$ cat src/rtl/spi_fis_pkg.sv
package spi_fis_pkg;

   localparam int REG_AW = 4;
   localparam int IRQ_W  = 7;
   localparam int STAT_W = 6;
   localparam int CLR_W  = 4;

   // register addresses
   localparam logic [REG_AW-1:0] RA_ENABLE = 4'h0;
   localparam logic [REG_AW-1:0] RA_RXTHR  = 4'h1;
   localparam logic [REG_AW-1:0] RA_TXLVL  = 4'h2;
   localparam logic [REG_AW-1:0] RA_RXLVL  = 4'h3;
   localparam logic [REG_AW-1:0] RA_STATUS = 4'h4;
   localparam logic [REG_AW-1:0] RA_MASK   = 4'h5;
   localparam logic [REG_AW-1:0] RA_MASKED = 4'h6;
   localparam logic [REG_AW-1:0] RA_RAW    = 4'h7;
   localparam logic [REG_AW-1:0] RA_CLEAR  = 4'h8;

   // interrupt vector bit positions
   localparam int IB_TXE = 0;
   localparam int IB_TXO = 1;
   localparam int IB_RXU = 2;
   localparam int IB_RXO = 3;
   localparam int IB_RXF = 4;
   localparam int IB_CSI = 6;

   // status word bit positions
   localparam int SB_BUSY = 0;
   localparam int SB_TXF  = 1;
   localparam int SB_TXE  = 2;
   localparam int SB_RXE  = 3;
   localparam int SB_RXF  = 4;
   localparam int SB_TBSY = 5;

   // clear register bit positions
   localparam int CB_ALL = 0;
   localparam int CB_RXU = 1;
   localparam int CB_RXO = 2;
   localparam int CB_TXO = 3;

   typedef enum logic [1:0] {BK_NONE, BK_LEVEL, BK_STICKY} bit_kind_e;

   // behaviour of each interrupt bit
   function automatic bit_kind_e irq_kind(int idx);
      case (idx)
         IB_TXE, IB_RXF:                 return BK_LEVEL;
         IB_TXO, IB_RXU, IB_RXO, IB_CSI: return BK_STICKY;
         default:                        return BK_NONE;
      endcase
   endfunction

   // dedicated clear bit for an interrupt bit, -1 when only clear-all applies
   function automatic int irq_clr_sel(int idx);
      case (idx)
         IB_TXO:  return CB_TXO;
         IB_RXU:  return CB_RXU;
         IB_RXO:  return CB_RXO;
         default: return -1;
      endcase
   endfunction

endpackage

$ cat src/rtl/spi_fis_level.sv
module spi_fis_level #(
   parameter int DEPTH = 32,
   parameter int LVL_W = $clog2(DEPTH) + 1
) (
   input  logic             clk,
   input  logic             rst_n,
   input  logic             run_i,
   input  logic             push_i,
   input  logic             pop_i,
   output logic [LVL_W-1:0] level_o,
   output logic             full_o,
   output logic             empty_o,
   output logic             ovf_o,
   output logic             unf_o
);

   localparam logic [LVL_W-1:0] TOP = LVL_W'(DEPTH);
   localparam logic [LVL_W-1:0] ONE = LVL_W'(1);

   if (DEPTH < 2) begin : g_bad_depth
      $error("spi_fis_level: DEPTH must be at least 2");
   end
   if ((1 << (LVL_W - 1)) < DEPTH) begin : g_bad_lvl
      $error("spi_fis_level: LVL_W too narrow for DEPTH");
   end

   logic [LVL_W-1:0] lvl_q;
   logic [LVL_W-1:0] lvl_d;

   assign full_o  = (lvl_q == TOP);
   assign empty_o = (lvl_q == '0);
   assign ovf_o   = run_i & push_i & ~pop_i & full_o;
   assign unf_o   = run_i & pop_i & empty_o;
   assign level_o = lvl_q;

   always_comb begin
      lvl_d = lvl_q;
      case ({push_i, pop_i})
         2'b10:   if (!full_o)  lvl_d = lvl_q + ONE;
         2'b01:   if (!empty_o) lvl_d = lvl_q - ONE;
         2'b11:   if (empty_o)  lvl_d = lvl_q + ONE;
         default: lvl_d = lvl_q;
      endcase
   end

   always_ff @(posedge clk or negedge rst_n) begin
      if (!rst_n)      lvl_q <= '0;
      else if (!run_i) lvl_q <= '0;
      else             lvl_q <= lvl_d;
   end

endmodule

$ cat src/rtl/spi_fis_irq.sv
module spi_fis_irq
   import spi_fis_pkg::*;
#(
   parameter int N_IRQ = IRQ_W,
   parameter int N_CLR = CLR_W
) (
   input  logic             clk,
   input  logic             rst_n,
   input  logic             run_i,
   input  logic [N_IRQ-1:0] src_i,
   input  logic             clr_wr_i,
   input  logic [N_CLR-1:0] clr_data_i,
   input  logic [N_IRQ-1:0] mask_i,
   output logic [N_IRQ-1:0] raw_o,
   output logic [N_IRQ-1:0] masked_o,
   output logic             irq_o
);

   if (N_IRQ <= IB_CSI) begin : g_bad_width
      $error("spi_fis_irq: N_IRQ too small for the interrupt map");
   end
   if (N_CLR <= CB_TXO) begin : g_bad_clr
      $error("spi_fis_irq: N_CLR too small for the clear map");
   end

   for (genvar g = 0; g < N_IRQ; g++) begin : g_bit
      localparam bit_kind_e KIND = irq_kind(g);
      localparam int        CSEL = irq_clr_sel(g);

      if (KIND == BK_STICKY) begin : g_sticky
         logic own_clr;
         logic flag_q;
         if (CSEL >= 0) begin : g_sel
            assign own_clr = clr_data_i[CSEL];
         end else begin : g_nosel
            assign own_clr = 1'b0;
         end
         always_ff @(posedge clk or negedge rst_n) begin
            if (!rst_n)                                          flag_q <= 1'b0;
            else if (!run_i)                                     flag_q <= 1'b0;
            else if (src_i[g])                                   flag_q <= 1'b1;
            else if (clr_wr_i && (clr_data_i[CB_ALL] || own_clr)) flag_q <= 1'b0;
         end
         assign raw_o[g] = flag_q;
      end else if (KIND == BK_LEVEL) begin : g_level
         assign raw_o[g] = src_i[g];
      end else begin : g_none
         logic unused_src;
         assign unused_src = src_i[g];
         assign raw_o[g]   = 1'b0;
      end
   end

   assign masked_o = raw_o & mask_i;
   assign irq_o    = |masked_o;

endmodule

$ cat src/rtl/spi_fis_regs.sv
module spi_fis_regs
   import spi_fis_pkg::*;
#(
   parameter int DATA_W = 32,
   parameter int TH_W   = 5,
   parameter int LVL_W  = 6,
   parameter int N_IRQ  = IRQ_W,
   parameter int N_STAT = STAT_W,
   parameter int N_CLR  = CLR_W
) (
   input  logic              clk,
   input  logic              rst_n,
   input  logic              wr_i,
   input  logic [REG_AW-1:0] addr_i,
   input  logic [DATA_W-1:0] wdata_i,
   output logic              en_o,
   output logic [TH_W-1:0]   thr_o,
   output logic [N_IRQ-1:0]  mask_o,
   output logic              clr_wr_o,
   output logic [N_CLR-1:0]  clr_data_o,
   input  logic [LVL_W-1:0]  tx_lvl_i,
   input  logic [LVL_W-1:0]  rx_lvl_i,
   input  logic [N_STAT-1:0] status_i,
   input  logic [N_IRQ-1:0]  raw_i,
   input  logic [N_IRQ-1:0]  masked_i,
   output logic [DATA_W-1:0] rdata_o
);

   localparam int USED_W = (TH_W > N_IRQ) ? TH_W : N_IRQ;

   if (DATA_W <= USED_W || DATA_W < LVL_W) begin : g_bad_dw
      $error("spi_fis_regs: DATA_W too narrow");
   end

   logic             en_q;
   logic [TH_W-1:0]  thr_q;
   logic [N_IRQ-1:0] mask_q;
   logic             unused_wdata;

   assign unused_wdata = ^wdata_i[DATA_W-1:USED_W];

   always_ff @(posedge clk or negedge rst_n) begin
      if (!rst_n) begin
         en_q   <= 1'b0;
         thr_q  <= '0;
         mask_q <= '0;
      end else if (wr_i) begin
         case (addr_i)
            RA_ENABLE: en_q <= wdata_i[0];
            RA_RXTHR:  if (!en_q) thr_q <= wdata_i[TH_W-1:0];
            RA_MASK:   mask_q <= wdata_i[N_IRQ-1:0];
            default:   ;
         endcase
      end
   end

   assign en_o       = en_q;
   assign thr_o      = thr_q;
   assign mask_o     = mask_q;
   assign clr_wr_o   = wr_i && (addr_i == RA_CLEAR);
   assign clr_data_o = wdata_i[N_CLR-1:0];

   always_comb begin
      rdata_o = '0;
      case (addr_i)
         RA_ENABLE: rdata_o = DATA_W'(en_q);
         RA_RXTHR:  rdata_o = DATA_W'(thr_q);
         RA_TXLVL:  rdata_o = DATA_W'(tx_lvl_i);
         RA_RXLVL:  rdata_o = DATA_W'(rx_lvl_i);
         RA_STATUS: rdata_o = DATA_W'(status_i);
         RA_MASK:   rdata_o = DATA_W'(mask_q);
         RA_MASKED: rdata_o = DATA_W'(masked_i);
         RA_RAW:    rdata_o = DATA_W'(raw_i);
         default:   rdata_o = '0;
      endcase
   end

endmodule

$ cat src/rtl/spi_fifo_irq_status.sv
module spi_fifo_irq_status
   import spi_fis_pkg::*;
#(
   parameter int FIFO_DEPTH = 32,
   parameter int DATA_W     = 32
) (
   input  logic              clk,
   input  logic              rst_n,
   input  logic              reg_wr_i,
   input  logic [REG_AW-1:0] reg_addr_i,
   input  logic [DATA_W-1:0] reg_wdata_i,
   output logic [DATA_W-1:0] reg_rdata_o,
   input  logic              tx_push_i,
   input  logic              tx_pop_i,
   input  logic              rx_push_i,
   input  logic              rx_pop_i,
   input  logic              busy_i,
   input  logic              tgt_busy_i,
   input  logic              cs_inactive_i,
   output logic              ctl_en_o,
   output logic              fifo_flush_o,
   output logic              irq_o
);

   localparam int LVL_W = $clog2(FIFO_DEPTH) + 1;
   localparam int TH_W  = $clog2(FIFO_DEPTH);

   if (FIFO_DEPTH != 32 && FIFO_DEPTH != 64) begin : g_bad_depth
      $error("spi_fifo_irq_status: FIFO_DEPTH must be 32 or 64");
   end
   if (DATA_W < 16) begin : g_bad_dw
      $error("spi_fifo_irq_status: DATA_W must be at least 16");
   end

   logic              en_q;
   logic [TH_W-1:0]   thr_q;
   logic [IRQ_W-1:0]  mask_q;
   logic              clr_wr;
   logic [CLR_W-1:0]  clr_data;
   logic [LVL_W-1:0]  tx_level, rx_level;
   logic              tx_full, tx_empty, rx_full, rx_empty;
   logic              tx_ovf, rx_ovf, rx_unf;
   logic              tx_unused_unf;
   logic              rx_thr_hit;
   logic [IRQ_W-1:0]  src_vec, raw_vec, masked_vec;
   logic [STAT_W-1:0] status_vec;

   spi_fis_level #(.DEPTH(FIFO_DEPTH), .LVL_W(LVL_W)) u_tx_lvl (
      .clk(clk), .rst_n(rst_n), .run_i(en_q),
      .push_i(tx_push_i), .pop_i(tx_pop_i),
      .level_o(tx_level), .full_o(tx_full), .empty_o(tx_empty),
      .ovf_o(tx_ovf), .unf_o(tx_unused_unf)
   );

   spi_fis_level #(.DEPTH(FIFO_DEPTH), .LVL_W(LVL_W)) u_rx_lvl (
      .clk(clk), .rst_n(rst_n), .run_i(en_q),
      .push_i(rx_push_i), .pop_i(rx_pop_i),
      .level_o(rx_level), .full_o(rx_full), .empty_o(rx_empty),
      .ovf_o(rx_ovf), .unf_o(rx_unf)
   );

   assign rx_thr_hit = (rx_level > {1'b0, thr_q});

   always_comb begin
      src_vec         = '0;
      src_vec[IB_TXE] = tx_empty;
      src_vec[IB_TXO] = tx_ovf;
      src_vec[IB_RXU] = rx_unf;
      src_vec[IB_RXO] = rx_ovf;
      src_vec[IB_RXF] = rx_thr_hit;
      src_vec[IB_CSI] = cs_inactive_i;
   end

   always_comb begin
      status_vec          = '0;
      status_vec[SB_BUSY] = busy_i;
      status_vec[SB_TXF]  = tx_full;
      status_vec[SB_TXE]  = tx_empty;
      status_vec[SB_RXE]  = rx_empty;
      status_vec[SB_RXF]  = rx_full;
      status_vec[SB_TBSY] = tgt_busy_i;
   end

   spi_fis_irq #(.N_IRQ(IRQ_W), .N_CLR(CLR_W)) u_irq (
      .clk(clk), .rst_n(rst_n), .run_i(en_q),
      .src_i(src_vec), .clr_wr_i(clr_wr), .clr_data_i(clr_data),
      .mask_i(mask_q), .raw_o(raw_vec), .masked_o(masked_vec), .irq_o(irq_o)
   );

   spi_fis_regs #(
      .DATA_W(DATA_W), .TH_W(TH_W), .LVL_W(LVL_W),
      .N_IRQ(IRQ_W), .N_STAT(STAT_W), .N_CLR(CLR_W)
   ) u_regs (
      .clk(clk), .rst_n(rst_n),
      .wr_i(reg_wr_i), .addr_i(reg_addr_i), .wdata_i(reg_wdata_i),
      .en_o(en_q), .thr_o(thr_q), .mask_o(mask_q),
      .clr_wr_o(clr_wr), .clr_data_o(clr_data),
      .tx_lvl_i(tx_level), .rx_lvl_i(rx_level),
      .status_i(status_vec), .raw_i(raw_vec), .masked_i(masked_vec),
      .rdata_o(reg_rdata_o)
   );

   assign ctl_en_o     = en_q;
   assign fifo_flush_o = ~en_q;

endmodule

$ cat config.mk
export PLATFORM = sky130hd
export DESIGN_NAME = spi_fifo_irq_status
export DESIGN_NICKNAME = d
export VERILOG_FILES = /design/src/rtl/spi_fis_pkg.sv /design/src/rtl/spi_fis_level.sv /design/src/rtl/spi_fis_irq.sv /design/src/rtl/spi_fis_regs.sv /design/src/rtl/spi_fifo_irq_status.sv
export SDC_FILE = /design/constraint.sdc
export NUM_CORES = 1
export LEC_CHECK = 0
export ABC_CLOCK_PERIOD_IN_PS = 3610
export BUFFER_PORTS_ARGS = -buffer_cell sky130_fd_sc_hd__buf_2
export CAP_MARGIN = 20
export CORE_UTILIZATION = 37
export DETAILED_ROUTE_END_ITERATION = 16
export PLACE_DENSITY = 0.66
export SYNTH_ARGS = -nofsm -noshare
export SYNTH_HDL_FRONTEND = slang
export SYNTH_SLANG_ARGS = --single-unit
$ cat constraint.sdc
create_clock -name clk -period 3.61 [get_ports clk]
set_input_delay 0 -clock clk [delete_from_list [all_inputs] [get_ports clk]]
set_output_delay 0 -clock clk [all_outputs]
set_load 0.02 [all_outputs]
* Yosys cells after proc, flatten, opt, wreduce, memory -nomap -nowiden *
Cells that the tools add are included.

storage, ports and cells
  input bits = 46
  output and inout bits = 35
  register bits = 29

cells by class
  $lt $le $gt $ge = 1
  equal/unequal tests = 28
  multiplexer cells = 23
  bitwise gates (word level) = 12
  add/sub/neg operators = 4
  reductions and logical operators = 17

operator list
  cell                 count
  $pmux 7 s8           1
  $mux 6               8
  $pmux 6 s3           2
  $ne 3x3->1 const B   10
  $eq 4x3->1 const B   4
  $add 6x1->6 const B  2
  $eq 6x6->1 const B   2
  $logic_not 6->1      2
  $mux 1               12
  $sub 6x1->6 const B  2
  $and 1x1->1          8
  $eq 2x2->1 const B   4
  $eq 4x2->1 const B   2
  $ne 4x4->1 const B   2
  $reduce_and 4->1     2
  $and 7x7->7          1
  $reduce_or 7->1      1
  $gt 6x5->1           1
  $logic_and 1x1->1    5
  $eq 2x1->1 const B   2
  $eq 4x1->1 const B   1
  $eq 4x4->1 const B   1
  $logic_not 4->1      1
  $reduce_and 2->1     2
  3 further kinds      7

* Depth between registers and ports, before layout *
Gate-level depths: netlist of the first run.

  depth in word-level cells = 6
  depth in mapped cells = 8
  mapped depth without buffers = 8

* By module *
A second synthesis of the first run with hierarchy kept.

unflattened totals
  cell total of the unflattened synthesis = 302
  area, all modules = 2,733.9 µm²

by module, submodules not included
  module               area each (µm²)  seq. area each (µm²)  cells an instance  instances
  spi_fis_regs         1,236.2          325.3                 124                1
  spi_fis_level        526.8            150.1                 62                 2
  spi_fis_irq          309.0            100.1                 36                 1
  spi_fifo_irq_status  135.1            0.0                   18                 1

* Worst setup path after synthesis of the first run *
No wires, ideal clock.

  kind = register to register
  from = reg u_rx_lvl.lvl_q[1], in the netlist u_rx_lvl.level_o[1]
  to = reg u_rx_lvl.lvl_q[0], in the netlist u_rx_lvl.level_o[0]
  setup slack = 1.659 ns
  data arrival time = 1.869 ns
  setup time = 0.083 ns
  cell stages (with the launch flop) = 7
  required time = 3.527 ns
  cell sequence = dfrtp_1 > or4_4 > or4_1 > o211ai_2 > buf_6 > nand3_1 > o21ai_0

on the way
  word-level cells in the longest chain between the ends = 3
  elaborated cells between the ends (all ways) = 6
  those cells by class = eq/ne (4); reduce/logical (2)

ends and longest elaborated chain
  element                                        RTL line                                  text
  start: declaration                             spi_fis_level.sv:27                       logic [LVL_W-1:0] lvl_q;
  start signal: assignment                       spi_fis_level.sv:49                       else lvl_q <= lvl_d;
  $eq 6x6->1 or $logic_not 6->1 (tied branches)  spi_fis_level.sv:30, spi_fis_level.sv:31
  $ne 3x3->1 (no source line)                    -
  $reduce_and 4->1 (no source line) *            -

Mark *: on every way between the ends. The rest lies on a longest branch, timed or not.
A chain may end at the register's enable or synchronous reset.

* Final worst setup path of the first run *
  from = reg u_rx_lvl.lvl_q[1], in the netlist u_rx_lvl.level_o[1]
  to = out irq_o

on the way
  word-level cells in the longest chain between the ends = 3

ends and longest elaborated chain
  element           RTL line                   text
  $gt 6x5->1        spi_fifo_irq_status.sv:62  assign rx_thr_hit = (rx_level > {1'b0, thr_q});
  $and 7x7->7       spi_fis_irq.sv:54          assign masked_o = raw_o & mask_i;
  $reduce_or 7->1   spi_fis_irq.sv:55          assign irq_o = |masked_o;
  end: declaration  spi_fifo_irq_status.sv:22  output logic irq_o

No other way between the ends.

==> flow_summary.json, run 1 <==
{
  "worst_setup_path_start_kind": "register",
  "yosysTopAreaCell": "dfrtp_1",
  "rows": 28,
  "drive_above_1_share_pct": 17.21,
  "critPathSlowestCell": "dfrtp_1",
  "synth-seq-cells": 29,
  "yosysSeqAreaShare_pct": 30.35,
  "cts_sinks": 29,
  "crit_path_max_fanout": 6,
  "io_buffers": 30,
  "p_int_mw": 0.8333,
  "grt_pass1_vias": 1904,
  "wl_per_cell_um": 14.13,
  "swShare_pct": 43.23,
  "hold_ws_ns": 0.03531,
  "timing.final.crit_share_pct": 67.08,
  "grt_pass1_wl_mm": 8.769,
  "cpPeakStageDelay_ns": 0.47,
  "worstMarginPinSlew_ns": 0.6720,
  "synth.cell_area_um2": 2391,
  "critical_path_class": "reg2out",
  "power_mw": 1.468,
  "reg2reg_to": "u_rx_lvl.level_o[5]",
  "hpwl_mm": 4.129,
  "yosys-top-cells-area": "dfrtp_1, buf_4, ha_1, o21ai_0, mux2_2",
  "synth.distinct_cells": 48,
  "startpoint": "u_rx_lvl.level_o[1]",
  "antenna_cells": 0,
  "setup_slack_ns": 1.189,
  "cts_buffers": 5,
  "cts.path.max_buffers": 2,
  "synth_top_area_share_pct": 30.35,
  "cp.arrival_ns": 2.42,
  "fin_nets": 370,
  "routed_wl_mm": 5.413,
  "hold_path_end": "u_regs.mask_o[0]",
  "hold_depth": 2,
  "vias_per_cell": 5.311,
  "switching_power_mw": 0.6345,
  "start_util_pct": 39.45,
  "gp_congestion": 0.8549,
  "synth_common_cells": "dfrtp_1, buf_4, o21ai_0",
  "clkSlewWorstSetupHoldPaths_ns": 0.06,
  "max_slew_margin_pct": 55.20,
  "io_pins": 81,
  "setup_violations": 0,
  "ir_worst_vdd_v": 0.0002255,
  "netlist_instances": 272,
  "hold_class": "in2reg",
  "async_reset_ff_share_pct": 100.0,
  "synth-warning-count": 0,
  "post_cts_buffers": 0,
  "synth_edf_count": 0,
  "grt_max_degree": 30,
  "hold_start": "reg_wdata_i[0]",
  "r2r_setup_slack_ns": 1.46,
  "cts-root-buf": "clkbuf_8",
  "p_comb_share_pct": 47.5,
  "clk-insertion-delay-late_ns": 0.28,
  "clkPwrFrac_pct": 16.4,
  "rsz0062_at_grt": "false",
  "setup_tns_ns": 0,
  "antenna_found_initial": 0,
  "leakagePower_nw": 1.280,
  "area_growth_pct": 11.09,
  "die_w_um": 82.39,
  "seqPwrFrac_pct": 36.1,
  "core_um2": 6061,
  "max_freq_mhz": 413.0,
  "ctsResizeCount": 0,
  "maxSlewViolCount": 0,
  "hold_viol_final": 0,
  "cp-end-kind": "output port",
  "syn_area_per_cell_um2": 8.791,
  "post-place-ws_ns": 1.453,
  "drtAntennaViolNets": 0,
  "track_usage_pct": 17.25,
  "final_core_util_pct": 43.83,
  "power_density_nw_per_um2": 552.6,
  "finClkSkew_ns": 0.006449,
  "post-route-drc-count": 0,
  "path_cells": "ha_1, nor2b_1, o21a_1, a2111oi_0, a31oi_1, a221o_1, buf_2",
  "drtIter0Drc": 147,
  "die_h_um": 82.39,
  "grt-ovfl-total": 0,
  "die_area_um2": 6788,
  "r2r_start": "u_rx_lvl.level_o[1]",
  "yosysMostFrequentCell": "dfrtp_1",
  "synth_ff_type": "dfrtp_1",
  "period_needed_ns": 2.421,
  "status": "finished clean",
  "timing.max_cap.violations": 0,
  "htreeDepth": 2,
  "hold_buffers": 9,
  "vias": 2034,
  "worstPathRequired_ns": 3.61,
  "reg2regPathDepth": 5,
  "detail_route.first_pass.iterations": 4,
  "cts_tree": "done"
}
worst max-delay path, delay by kind of cell, from the launching register on:
family,cells,cell delay [ns]
AO/OA/AOI/OAI,4,1.05
flip-flops,1,0.47
buffers and inverters,1,0.16
AND/OR/NAND/NOR,1,0.14
adder cells (fa/ha/maj),1,0.33
cells by family after synthesis:
group	count (synthesis)	share of synthesized area, %
buf+inv	54	13.19
xor+xnor	8	2.931
other cells	1	0.1568
fa+ha+maj	15	8.477
mux	17	8.216
simple gates	76	16.64
flops	29	30.35
compound gates	72	20.04
how the worst max path moves through the flow:
stage	end	slack (ns)
6_report	irq_o	1.19
5_1_grt	irq_o	0.99
4_1_cts	irq_o	1.19
3_5_place_dp	u_rx_lvl.level_o[5]	1.45
3_3_place_gp	u_rx_lvl.level_o[5]	1.50
2_1_floorplan	u_rx_lvl.level_o[0]	1.66
state kept, by name, summed over array words and instances (netlist names):
register	count
u_rx_lvl.level_o	6
u_regs.mask_o	7
u_regs.thr_o	5
u_irq.g_bit.g_sticky.flag_q	4
u_tx_lvl.level_o	6
u_regs.en_o	1
cell usage in the layout, fill, tap and decap left out, types with 3 or more instances in the layout:
cell	Yosys	routed
dfrtp_1	29	29
a21oi_1	8	8
clkbuf_8	0	5
o21ai_0	25	25
nand4b_1	4	4
a21o_1	6	6
nand3_1	13	13
or4_1	4	4
nand2_1	19	19
inv_1	19	19
a32oi_1	3	3
ha_1	13	13
nor2b_1	3	3
nor3_1	3	3
xnor2_1	6	6
mux2i_1	5	5
nand2b_1	3	3
mux2_2	11	11
a211oi_1	5	5
conb_1	1	25
o211ai_1	8	8
nor2_1	17	17
buf_2	0	30
dlygate4sd3_1	0	9
power by group through the flow:
stage,sequential (mW),clock [mW],combinational [mW]
2_1_floorplan,0.491,0,0.578
3_3_place_gp,0.534,0,0.666
3_5_place_dp,0.536,0,0.687
4_1_cts,0.531,0.248,0.699
5_1_grt,0.547,0.265,0.790
6_report,0.530,0.241,0.697
stage by stage:
| step | cell area (um2) | cells |
|---|---|---|
| 2_1_floorplan | 2481 | 296 |
| 3_3_place_gp | 2492 | 368 |
| 3_5_place_dp | 2492 | 368 |
| 4_1_cts | 2656 | 383 |
| 5_1_grt | 2656 | 383 |
| 6_report | 2656 | 383 |
layer usage:
| layer | track usage [%] | up-vias | share of wire (%) |
|---|---|---|---|
| met3 | 2.967 | 4 | 4.8 |
| met2 | 28.18 | 66 | 45 |
| li1 | - | 1008 | - |
| met5 | 0 | - | 0 |
| met1 | 23.56 | 956 | 49 |
| met4 | 4.211 | 0 | 0.85 |
cell type report:
class                           count  area, um2
Tap cell                           75      93.84
Timing Repair Buffer               40      247.7
Clock inverter                      1      5.005
Inverter                           20      75.07
Clock buffer                        5      68.82
Fill cell                         605       3405
Sequential cell                    29      725.7
Multi-Input combinational cell    213       1440
(Power assumes the default switching activity.)
==> inputs of run 2 (changes only) <==
--- a/config.mk
+++ b/config.mk
@@ -5,12 +5,12 @@
 export SDC_FILE = /design/constraint.sdc
 export NUM_CORES = 1
 export LEC_CHECK = 0
-export ABC_CLOCK_PERIOD_IN_PS = 3610
+export ABC_CLOCK_PERIOD_IN_PS = 2150
 export BUFFER_PORTS_ARGS = -buffer_cell sky130_fd_sc_hd__buf_2
 export CAP_MARGIN = 20
 export CORE_UTILIZATION = 37
 export DETAILED_ROUTE_END_ITERATION = 16
-export PLACE_DENSITY = 0.66
+export PLACE_DENSITY = 0.68
 export SYNTH_ARGS = -nofsm -noshare
 export SYNTH_HDL_FRONTEND = slang
 export SYNTH_SLANG_ARGS = --single-unit
==> constraint.sdc (replaced) <==
create_clock -name clk -period 2.15 [get_ports clk]
set_input_delay 0 -clock clk [delete_from_list [all_inputs] [get_ports clk]]
set_output_delay 0 -clock clk [all_outputs]
set_load 0.02 [all_outputs]
==> run 2 against run 1 <==
Design area increased by 8.9%. The run now ends with setup timing left. Setup slack got worse by 1.3 ns. Core utilization increased by 3.9 points. Register-to-register slack got worse by 1.4 ns. Clock-buffer cell count is 1 higher. Highest routed layer unchanged.
==> flow_summary.json, run 2 (same netlist as run 1, synthesis figures left out) <==
{
  "grt_max_degree": 30,
  "worstPathRequired_ns": 2.15,
  "timing.max_cap.violations": 0,
  "start_util_pct": 39.45,
  "cts.path.max_buffers": 2,
  "hold_ws_ns": 0.04269,
  "cts_tree": "done",
  "layout_common_cells": "buf_2, dfrtp_1, o21ai_0, conb_1, nand2_1",
  "routed_wl_mm": 5.831,
  "ir_worst_vdd_v": 0.0004264,
  "critPathSlowestCell": "dfrtp_1",
  "hpwl_mm": 4.170,
  "final_common_cell": "buf_2",
  "grt_pass1_wl_mm": 8.776,
  "hold_class": "in2reg",
  "largest_reg_flops": 7,
  "setup_violations": 1,
  "cts-root-buf": "clkbuf_8",
  "post-place-ws_ns": -0.003019,
  "clk-insertion-delay-late_ns": 0.28,
  "hold_start": "rx_push_i",
  "vias": 2148,
  "rsz0062_at_grt": "true",
  "drtIter0Drc": 139,
  "drtAntennaViolNets": 0,
  "clkSlewWorstSetupHoldPaths_ns": 0.06,
  "crit_path_max_fanout": 3,
  "io_buffers": 30,
  "period_needed_ns": 2.228,
  "track_usage_pct": 17.20,
  "detail_route.first_pass.iterations": 4,
  "r2r_start": "u_tx_lvl.level_o[4]",
  "vias_per_cell": 5.411,
  "hold_depth": 3,
  "antenna_cells": 0,
  "status": "finished with violations",
  "hold_path_end": "u_irq.g_bit[3].g_sticky.flag_q",
  "path_cells": "inv_1, ha_1, and4b_1, o21a_1, a2111oi_4, a31oi_2, a221o_1, buf_2",
  "grt_pass1_vias": 1878,
  "cpPeakStageDelay_ns": 0.38,
  "htreeDepth": 2,
  "cp-end-kind": "output port",
  "hold_viol_final": 0,
  "gp_congestion": 0.8933,
  "power_density_nw_per_um2": 997.8,
  "grt-ovfl-total": 0,
  "maxSlewViolCount": 0,
  "core_um2": 6061,
  "critical_path.top_delay_family": "compound AO/OA/AOI/OAI gates",
  "drive_above_1_share_pct": 25.78,
  "leakagePower_nw": 1.365,
  "finClkSkew_ns": 0.001285,
  "post-route-drc-count": 0,
  "fin_nets": 382,
  "worstMarginPinSlew_ns": 0.6716,
  "wl_per_cell_um": 14.69,
  "reg2reg_to": "u_tx_lvl.level_o[5]",
  "worst-path-buf-inv": 2,
  "critical_path_class": "reg2out",
  "setup_slack_ns": -0.07755,
  "io_pins": 81,
  "startpoint": "u_regs.thr_o[3]",
  "rows": 28,
  "cts_sinks": 29,
  "antenna_found_initial": 0,
  "timing.final.crit_share_pct": 103.6,
  "die_area_um2": 6788,
  "r2r_setup_slack_ns": 0.06,
  "die_w_um": 82.39,
  "reg2regPathDepth": 5,
  "cts_buffers": 5,
  "violations": "setup timing",
  "max_slew_margin_pct": 55.23,
  "area_growth_pct": 20.93,
  "die_h_um": 82.39,
  "worst_setup_path_start_kind": "register",
  "max_freq_mhz": 448.9,
  "cp.arrival_ns": 2.23
}
run 2: cell count changes in the layout (fill, tap and decap cells not counted), moves of 2 or more:
| cell | change |
|---|---|
| ha_4 | +3 |
| inv_2 | +2 |
| buf_4 | +11 |
| dfrtp_1 | -3 |
| inv_1 | -2 |
| o211ai_4 | +2 |
| ha_1 | -3 |
| nor3_1 | -2 |
| dfrtp_2 | +3 |
run 2: how the worst max path moves through the flow:
stage / to / slack [ns] / cells after the start
2_1_floorplan: u_rx_lvl.level_o[0] / 0.20 / 6
3_3_place_gp: u_rx_lvl.level_o[5] / 0.08 / 5
3_5_place_dp: irq_o / -0.003 / 7
4_1_cts: irq_o / -0.04 / 7
5_1_grt: irq_o / -0.14 / 7
6_report: irq_o / -0.08 / 8
run 2: what timing repair did:
| item | 4_1_cts | 5_1_grt |
|---|---|---|
| gates cloned | 0 | 1 |
| setup buffers | 1 | 4 |
| hold buffers | 9 | 0 |
| gates resized for setup | 5 | 19 |
| setup endpoints to repair | 3 | 10 |
| pin swaps | 1 | 8 |
| endpoints found under the hold margin | 41 | 0 |
run 2: cell type report:
class / count / area, um2
clock inverters: 2 / 10.01
inverters: 20 / 75.07
fillers: 590 / 3169
repair buffers: 51 / 336.6
well taps: 75 / 93.84
clock buffers: 6 / 72.57
multi-input cells: 214 / 1574
flip-flops and latches: 29 / 729.5
run 2: worst min-delay path, stage by stage:
cell	delay, ns
buf_2	0.14
nand4b_1	0.09
a21oi_1	0.06
run 2: power by group:
| group | internal (mW) | total, mW | switching, mW |
|---|---|---|---|
| clock network | 0.224 | 0.435 | 0.211 |
| logic | 0.711 | 1.57 | 0.862 |
| registers | 0.692 | 0.877 | 0.186 |
run 2: layer usage:
metal  track usage [%]  routed length [um]
met3             2.967                 370
met2             27.02                2624
met5                 0                   0
met1             23.64                2736
met4             5.965                  99
run 2: metrics by stage:
stage | util, % | instance area [um2] | total power, mW | setup TNS, ns | instances
4_1_cts | 45.25 | 2743 | 2.598 | -0.04367 | 392
3_5_place_dp | 41.87 | 2537 | 2.099 | -0.003019 | 374
6_report | 47.71 | 2892 | 2.885 | -0.07755 | 397
2_1_floorplan | - | 2481 | 1.795 | 0 | 296
3_3_place_gp | 41.87 | 2537 | 2.059 | 0 | 374
5_1_grt | 47.71 | 2892 | 3.106 | -0.1897 | 397
